## src/rtl/lnm_pkg.sv

```systemverilog
package lnm_pkg;

    localparam int ADDR_W = 41;
    localparam int MSHR_W = 4;
    localparam int DATA_W = 64;
    localparam int CTRL_W = 2;

    // one search broadcast word plus its valid bit
    typedef struct packed {
        logic              vld;
        logic [ADDR_W-1:0] addr;
        logic [MSHR_W-1:0] mshr;
        logic [DATA_W-1:0] stdata;
        logic [CTRL_W-1:0] ctrl;
    } srch_t;

    function automatic int ipow(input int b, input int e);
        int r;
        r = 1;
        for (int i = 0; i < e; i++) r = r * b;
        return r;
    endfunction

    // index of the first tile of level k (breadth-first numbering)
    function automatic int level_base(input int f, input int k);
        int s;
        s = 0;
        for (int i = 0; i < k; i++) s = s + ipow(f, i);
        return s;
    endfunction

    function automatic int tile_count(input int f, input int l);
        return level_base(f, l);
    endfunction

    // tree level that holds tile n
    function automatic int level_of(input int f, input int n);
        int rem;
        int w;
        int lv;
        rem = n;
        w   = 1;
        lv  = 0;
        while (rem >= w) begin
            rem = rem - w;
            w   = w * f;
            lv  = lv + 1;
        end
        return lv;
    endfunction

endpackage

```

## src/rtl/lnm_tile_cmp.sv

```systemverilog
module lnm_tile_cmp
    import lnm_pkg::*;
(
    input  logic              held,
    input  logic [ADDR_W-1:0] addr,
    input  logic              tag_vld,
    input  logic [ADDR_W-1:0] tag_addr,
    output logic              hit,
    output logic              miss
);

    always_comb begin
        hit  = held && tag_vld && (tag_addr == addr);
        miss = held && !hit;
    end

endmodule

```

## src/rtl/lnm_search_pipe.sv

```systemverilog
module lnm_search_pipe
    import lnm_pkg::*;
#(
    parameter int DEPTH = 3
) (
    input  logic              clk,
    input  logic              rst,
    input  srch_t             in_srch,
    output logic [ADDR_W-1:0] stage_addr [DEPTH],
    output srch_t             tail
);

    logic  vld_q [DEPTH];
    srch_t pay_q [DEPTH];

    // only the valid bits are reset; payload is qualified by them
    always_ff @(posedge clk) begin
        if (rst) begin
            for (int i = 0; i < DEPTH; i++) vld_q[i] <= 1'b0;
        end else begin
            vld_q[0] <= in_srch.vld;
            for (int i = 1; i < DEPTH; i++) vld_q[i] <= vld_q[i-1];
        end
    end

    always_ff @(posedge clk) begin
        pay_q[0] <= in_srch;
        for (int i = 1; i < DEPTH; i++) pay_q[i] <= pay_q[i-1];
    end

    for (genvar g = 0; g < DEPTH; g++) begin : g_addr
        assign stage_addr[g] = pay_q[g].addr;
    end

    always_comb begin
        tail     = pay_q[DEPTH-1];
        tail.vld = vld_q[DEPTH-1];
    end

endmodule

```

## src/rtl/lnm_and_tree.sv

```systemverilog
module lnm_and_tree
    import lnm_pkg::*;
#(
    parameter int FANOUT = 2,
    parameter int LEVELS = 3,
    localparam int NLEAF = ipow(FANOUT, LEVELS - 1)
) (
    input  logic [NLEAF-1:0] leaf,
    output logic             all_miss
);

    // layer 0 holds the leaves; each higher layer groups FANOUT nodes
    for (genvar j = 0; j < LEVELS; j++) begin : g_lay
        localparam int W = ipow(FANOUT, LEVELS - 1 - j);
        logic [W-1:0] v;
        if (j == 0) begin : g_leaf
            assign v = leaf;
        end else begin : g_node
            for (genvar i = 0; i < W; i++) begin : g_grp
                assign v[i] = &g_lay[j-1].v[i*FANOUT +: FANOUT];
            end
        end
    end

    assign all_miss = g_lay[LEVELS-1].v[0];

endmodule

```

## src/rtl/lnm_miss_detect.sv

```systemverilog
module lnm_miss_detect
    import lnm_pkg::*;
#(
    parameter int FANOUT = 2,
    parameter int LEVELS = 3,
    localparam int NT        = tile_count(FANOUT, LEVELS),
    localparam int LEAF_BASE = level_base(FANOUT, LEVELS - 1),
    localparam int NLEAF     = NT - LEAF_BASE
) (
    input  logic                 clk,
    input  logic                 rst,
    input  logic                 req_vld,
    input  logic [ADDR_W-1:0]    req_addr,
    input  logic [MSHR_W-1:0]    req_mshr,
    input  logic [DATA_W-1:0]    req_stdata,
    input  logic [CTRL_W-1:0]    req_ctrl,
    input  logic [NT-1:0]        tag_vld,
    input  logic [NT*ADDR_W-1:0] tag_addr,
    output logic                 gm_vld,
    output logic                 gm_miss,
    output logic [ADDR_W-1:0]    gm_addr,
    output logic [MSHR_W-1:0]    gm_mshr,
    output logic [DATA_W-1:0]    gm_stdata,
    output logic [CTRL_W-1:0]    gm_ctrl
);

    srch_t             req_s;
    logic [ADDR_W-1:0] stg_addr [LEVELS];
    srch_t             tail;
    logic [NT-1:0]     held;
    logic [NT-1:0]     held_nxt;
    logic [NT-1:0]     hit;
    logic [NT-1:0]     miss;
    logic [NLEAF-1:0]  leaf_miss;
    logic              all_miss;

    always_comb begin
        req_s.vld    = req_vld;
        req_s.addr   = req_addr;
        req_s.mshr   = req_mshr;
        req_s.stdata = req_stdata;
        req_s.ctrl   = req_ctrl;
    end

    // per-level shared search word; tiles keep only a valid bit
    lnm_search_pipe #(.DEPTH(LEVELS)) u_pipe (
        .clk        (clk),
        .rst        (rst),
        .in_srch    (req_s),
        .stage_addr (stg_addr),
        .tail       (tail)
    );

    for (genvar n = 0; n < NT; n++) begin : g_tile
        localparam int LV = level_of(FANOUT, n);
        lnm_tile_cmp u_cmp (
            .held     (held[n]),
            .addr     (stg_addr[LV]),
            .tag_vld  (tag_vld[n]),
            .tag_addr (tag_addr[n*ADDR_W +: ADDR_W]),
            .hit      (hit[n]),
            .miss     (miss[n])
        );
    end

    // a child holds the search only when its parent held it and missed
    always_comb begin
        held_nxt[0] = req_vld;
        for (int n = 1; n < NT; n++) held_nxt[n] = miss[(n - 1) / FANOUT];
    end

    always_ff @(posedge clk) begin
        if (rst) held <= '0;
        else     held <= held_nxt;
    end

    assign leaf_miss = miss[NT-1:LEAF_BASE];

    lnm_and_tree #(.FANOUT(FANOUT), .LEVELS(LEVELS)) u_tree (
        .leaf     (leaf_miss),
        .all_miss (all_miss)
    );

    always_ff @(posedge clk) begin
        if (rst) begin
            gm_vld  <= 1'b0;
            gm_miss <= 1'b0;
        end else begin
            gm_vld  <= tail.vld;
            gm_miss <= tail.vld && all_miss;
        end
    end

    always_ff @(posedge clk) begin
        gm_addr   <= tail.addr;
        gm_mshr   <= tail.mshr;
        gm_stdata <= tail.stdata;
        gm_ctrl   <= tail.ctrl;
    end

    // ---------------- assertions ----------------
    AST_MISS_NEEDS_VLD: assert property (@(posedge clk) disable iff (rst)
        gm_miss |-> gm_vld);

    AST_TREE_FLAT: assert property (@(posedge clk) disable iff (rst)
        all_miss == (&leaf_miss));

    AST_MISS_ALL_LEAVES: assert property (@(posedge clk) disable iff (rst)
        gm_miss |-> $past(&held[NT-1:LEAF_BASE]));

    AST_LEAF_HAS_WORD: assert property (@(posedge clk) disable iff (rst)
        (|held[NT-1:LEAF_BASE]) |-> tail.vld);

    for (genvar p = 0; p < LEAF_BASE; p++) begin : g_cut
        AST_HIT_CUTS: assert property (@(posedge clk) disable iff (rst)
            hit[p] |=> (held[p*FANOUT+1 +: FANOUT] == '0));
    end

endmodule

```

## config.mk

```make
export PLATFORM = sky130hd
export DESIGN_NAME = lnm_miss_detect
export DESIGN_NICKNAME = d
export VERILOG_FILES = /design/src/rtl/lnm_pkg.sv /design/src/rtl/lnm_tile_cmp.sv /design/src/rtl/lnm_search_pipe.sv /design/src/rtl/lnm_and_tree.sv /design/src/rtl/lnm_miss_detect.sv
export SDC_FILE = /design/constraint.sdc
export NUM_CORES = 1
export LEC_CHECK = 0
export ABC_AREA = 1
export BUFFER_PORTS_ARGS = -buffer_cell sky130_fd_sc_hd__buf_2
export CORE_ASPECT_RATIO = 1.2
export CORE_MARGIN = 2
export CORE_UTILIZATION = 33
export DETAILED_ROUTE_END_ITERATION = 10
export HOLD_SLACK_MARGIN = 0.12
export SYNTH_ARGS = -nofsm -noshare
export SYNTH_HDL_FRONTEND = slang
export SYNTH_SLANG_ARGS = --single-unit
export TNS_END_PERCENT = 30
```

## constraint.sdc

```tcl
create_clock -name clk -period 1.4 [get_ports clk]
set_input_delay 0.07 -clock clk [delete_from_list [all_inputs] [get_ports clk]]
set_output_delay 0.07 -clock clk [all_outputs]
set_load 0.005 [all_outputs]
```

==> results.cfg <==
[run_status]
outcome = finished, violations left
violations = setup timing

[power_and_ir_drop]
internal_power_mw = 22.0
sw_frac_of_total_pct = 23.2
power.density_nw_per_um2 = 1380
leakagePower_nw = 10.5
p_switching_mw = 6.63
clkPwrFrac_pct = 42.2
pwr-share-seq_pct = 48.8
vdd_drop_max_mv = 1.34
combPwrFrac_pct = 9.0

[synthesis]
synth_area_um2 = 13700
synth-main-ff-cell = dfxtp_1
synth_area_leaders = dfxtp_1 (66%), nand2_1 (11%), inv_1 (5.7%), xnor2_1 (3.1%), nor2_1 (3.0%)
synth_edf_count = 0
synth.distinct_cells = 24
syn_inst = 1470
yosysTopAreaCellShare_pct = 66.2
syn_nets = 1878
synth-seq-cells = 452
synth_area_per_cell_um2 = 9.30
yosysTopAreaCell = dfxtp_1
synth_most_common_cell = dfxtp_1
async_flop_share_pct = 0
yosysWarnings = 0
synthTopCellsByCount = dfxtp_1 (452), nand2_1 (414), inv_1 (209)
ys_seq_area_share_pct = 66.2

[place]
gp_congestion = 0.963
port_buffers = 520
hpwl_mm = 38.8
dp_cells = 2570

[floorplan]
start_util_pct = 33.5
rows = 81
die_y_um = 227
core-area_um2 = 40800
dieWidth_um = 190
io_pins = 521
dieArea_um2 = 43100

[timing]
tightest_slew_ps = 385
fin_ws_ps = -2.70
fin_worst_skew_ps = 12.4
relSlewSlack_pct = 74.2
fmax_mhz = 713
rsz0062_at_grt = yes
slew_violations = 0
whs_ps = 107
finalHoldViolations = 0
min_period_ps = 1400
setup_violations = 1
timing.final.crit_share_pct = 100

[setup_path]
r2r-end = held[4]
rr_startpoint = u_pipe.pay_q[0][201]
cp-end-kind = register
path_class = reg2reg
cp-startpoint = u_pipe.pay_q[0][201]
required_ps = 1850
endpoint = held[4]
worst-path-max-fanout = 4
r2r_setup_slack_ps = -3
cp_data_arrival_time_ps = 1850
worstSetupStartpointType = register
ff2ff_path_depth = 7

[cts]
cts.sinks = 452
clk_path_buf_depth = 3
cts_tree = built
clk_latency_ps = 550
cts-root-buf = clkbuf_16
cts_buffers = 43
htree_levels = 2
clkSlewWorstSetupHoldPaths_ps = 70

[global_routing]
antenna_found_initial = 13
grt_pass1_vias = 12200
grt_start_max_net_pins = 17
track_usage_pct = 21.9
grt_pass1_wl_mm = 69.8
gr-total-overflow = 0

[flow_run]
maxCapViolCount = 0

[drt]
initialDrtViolationCount = 381
num_vias = 11800
via_per_inst = 4.15
drt_wl_total_mm = 48.9
wl_per_cell_um = 17.2
first_pass_iters = 5
drc_errors = 0
postRouteAntennaNets = 0

[final_layout]
area_delta_synth_final_pct = 51.9
nFillCells = 3742
nets = 2666
final_layout_size_suffix_gt1_share_pct = 32.0
fin_cells = 2844

[min_path]
min-delay-start = tag_addr[39]
hold_path.class = in2reg
## layout by cell type (no fill, tap or decap), types with 5 or more instances in the layout
| cell type | Yosys | layout |
|---|---|---|
| o21ai_0 | 34 | 33 |
| dfxtp_2 | 0 | 25 |
| nand4_1 | 37 | 37 |
| inv_2 | 19 | 25 |
| dlygate4sd3_1 | 0 | 180 |
| nor2_1 | 110 | 96 |
| clkbuf_16 | 0 | 44 |
| xor2_1 | 42 | 42 |
| buf_4 | 0 | 47 |
| clkbuf_8 | 0 | 7 |
| nor2_2 | 2 | 10 |
| nand2_1 | 414 | 413 |
| dfxtp_1 | 452 | 423 |
| clkbuf_1 | 0 | 10 |
| or2_0 | 6 | 6 |
| nand3_1 | 25 | 23 |
| clkinv_2 | 0 | 5 |
| inv_1 | 209 | 203 |
| nor3_1 | 14 | 13 |
| diode_2 | 0 | 13 |
| buf_2 | 0 | 520 |
| xnor2_1 | 49 | 48 |
| or2_2 | 18 | 18 |
| o22ai_1 | 15 | 15 |
| nor2_4 | 0 | 6 |
## per-stage QoR
stage / power, mW / cell area (um^2) / setup TNS, ps / worst slack [ps] / utilization (%)
after floorplan: 14.9 / 13700 / 0 / 254 / -
after global placement: 16.3 / 17300 / -416 / -270 / 42.3
after detailed placement: 16.3 / 17300 / -464 / -239 / 42.3
after CTS: 28.8 / 20700 / -20.1 / -16.8 / 50.6
after global routing: 29.7 / 20800 / -248 / -74.1 / 50.8
final: 28.6 / 20800 / -2.70 / -2.70 / 50.9
## worst min path at each step
| stage | end | depth (start not counted) | slack (ps) |
|---|---|---|---|
| floorplan | u_pipe.pay_q[0][0] | 0 | 100 |
| global placement | u_pipe.pay_q[0][9] | 1 | 170 |
| detailed placement | u_pipe.pay_q[0][41] | 1 | 170 |
| CTS | held[2] | 7 | 120 |
| global route | u_pipe.pay_q[0][21] | 2 | 120 |
| finish | held[2] | 7 | 110 |
## metal layers
| layer | share of wire (%) | track usage [%] | up-vias |
|---|---|---|---|
| met4 | 4.0 | 9.58 | 0 |
| met2 | 52 | 41.4 | 439 |
| met1 | 38 | 23.2 | 5263 |
| li1 | - | - | 6014 |
| met3 | 6.6 | 5.12 | 97 |
| met5 | 0 | 0 | - |
## critical path: stages (launching register included)
cell and delay, ps:
dfxtp_1 500, xor2_1 110, nor3_1 280, nand2_1 140, nor2_1 100, nand3_1 80
nand2_1 60, inv_1 30
## registers in the layout, summed over array words and instances, names as in the netlist
register	count
gm_addr	41
gm_ctrl	2
gm_miss	1
gm_mshr	4
gm_stdata	64
gm_vld	1
held	4
u_pipe.pay_q	333
u_pipe.vld_q	2
## power by group through the flow
| stage | logic, mW | clock network, mW | registers, mW |
|---|---|---|---|
| global placement | 2.10 | 0 | 14.2 |
| floorplan | 0.873 | 0 | 14.1 |
| global route | 2.85 | 12.9 | 14.0 |
| CTS | 2.56 | 12.3 | 13.9 |
| detailed placement | 2.12 | 0 | 14.2 |
| finish | 2.58 | 12.1 | 13.9 |
## kinds of logic (layout without fill, tap and decap cells)
logic type | after synthesis | count (layout) | share of synthesized area, %
simple gates | 633 | 633 | 19.1
other cells | 0 | 13 | 0
xor+xnor | 91 | 91 | 5.83
buf+inv | 234 | 1056 | 6.48
flops | 452 | 452 | 66.2
compound gates | 60 | 60 | 2.41
## cell type report
type	instances	area [um^2]	share of cell area, %
Sequential cell	452	9090	43.8
Timing Repair Buffer	749	4800	23.1
Multi-Input combinational cell	784	3830	18.4
Clock buffer	61	1230	5.95
Inverter	228	856	4.12
Tap cell	539	674	3.25
Clock inverter	18	256	1.23
Antenna cell	13	32.5	0.157
## what timing repair did
action | CTS | global route
buffers inserted | 0 | 3
endpoints found under the hold margin | 119 | 1
pin swaps | 1 | 8
gates resized for setup | 42 | 23
hold buffers | 179 | 1
setup endpoints to repair | 4 | 4
gates cloned | 0 | 0
No activity file was read; power rests on OpenSTA's default activity.
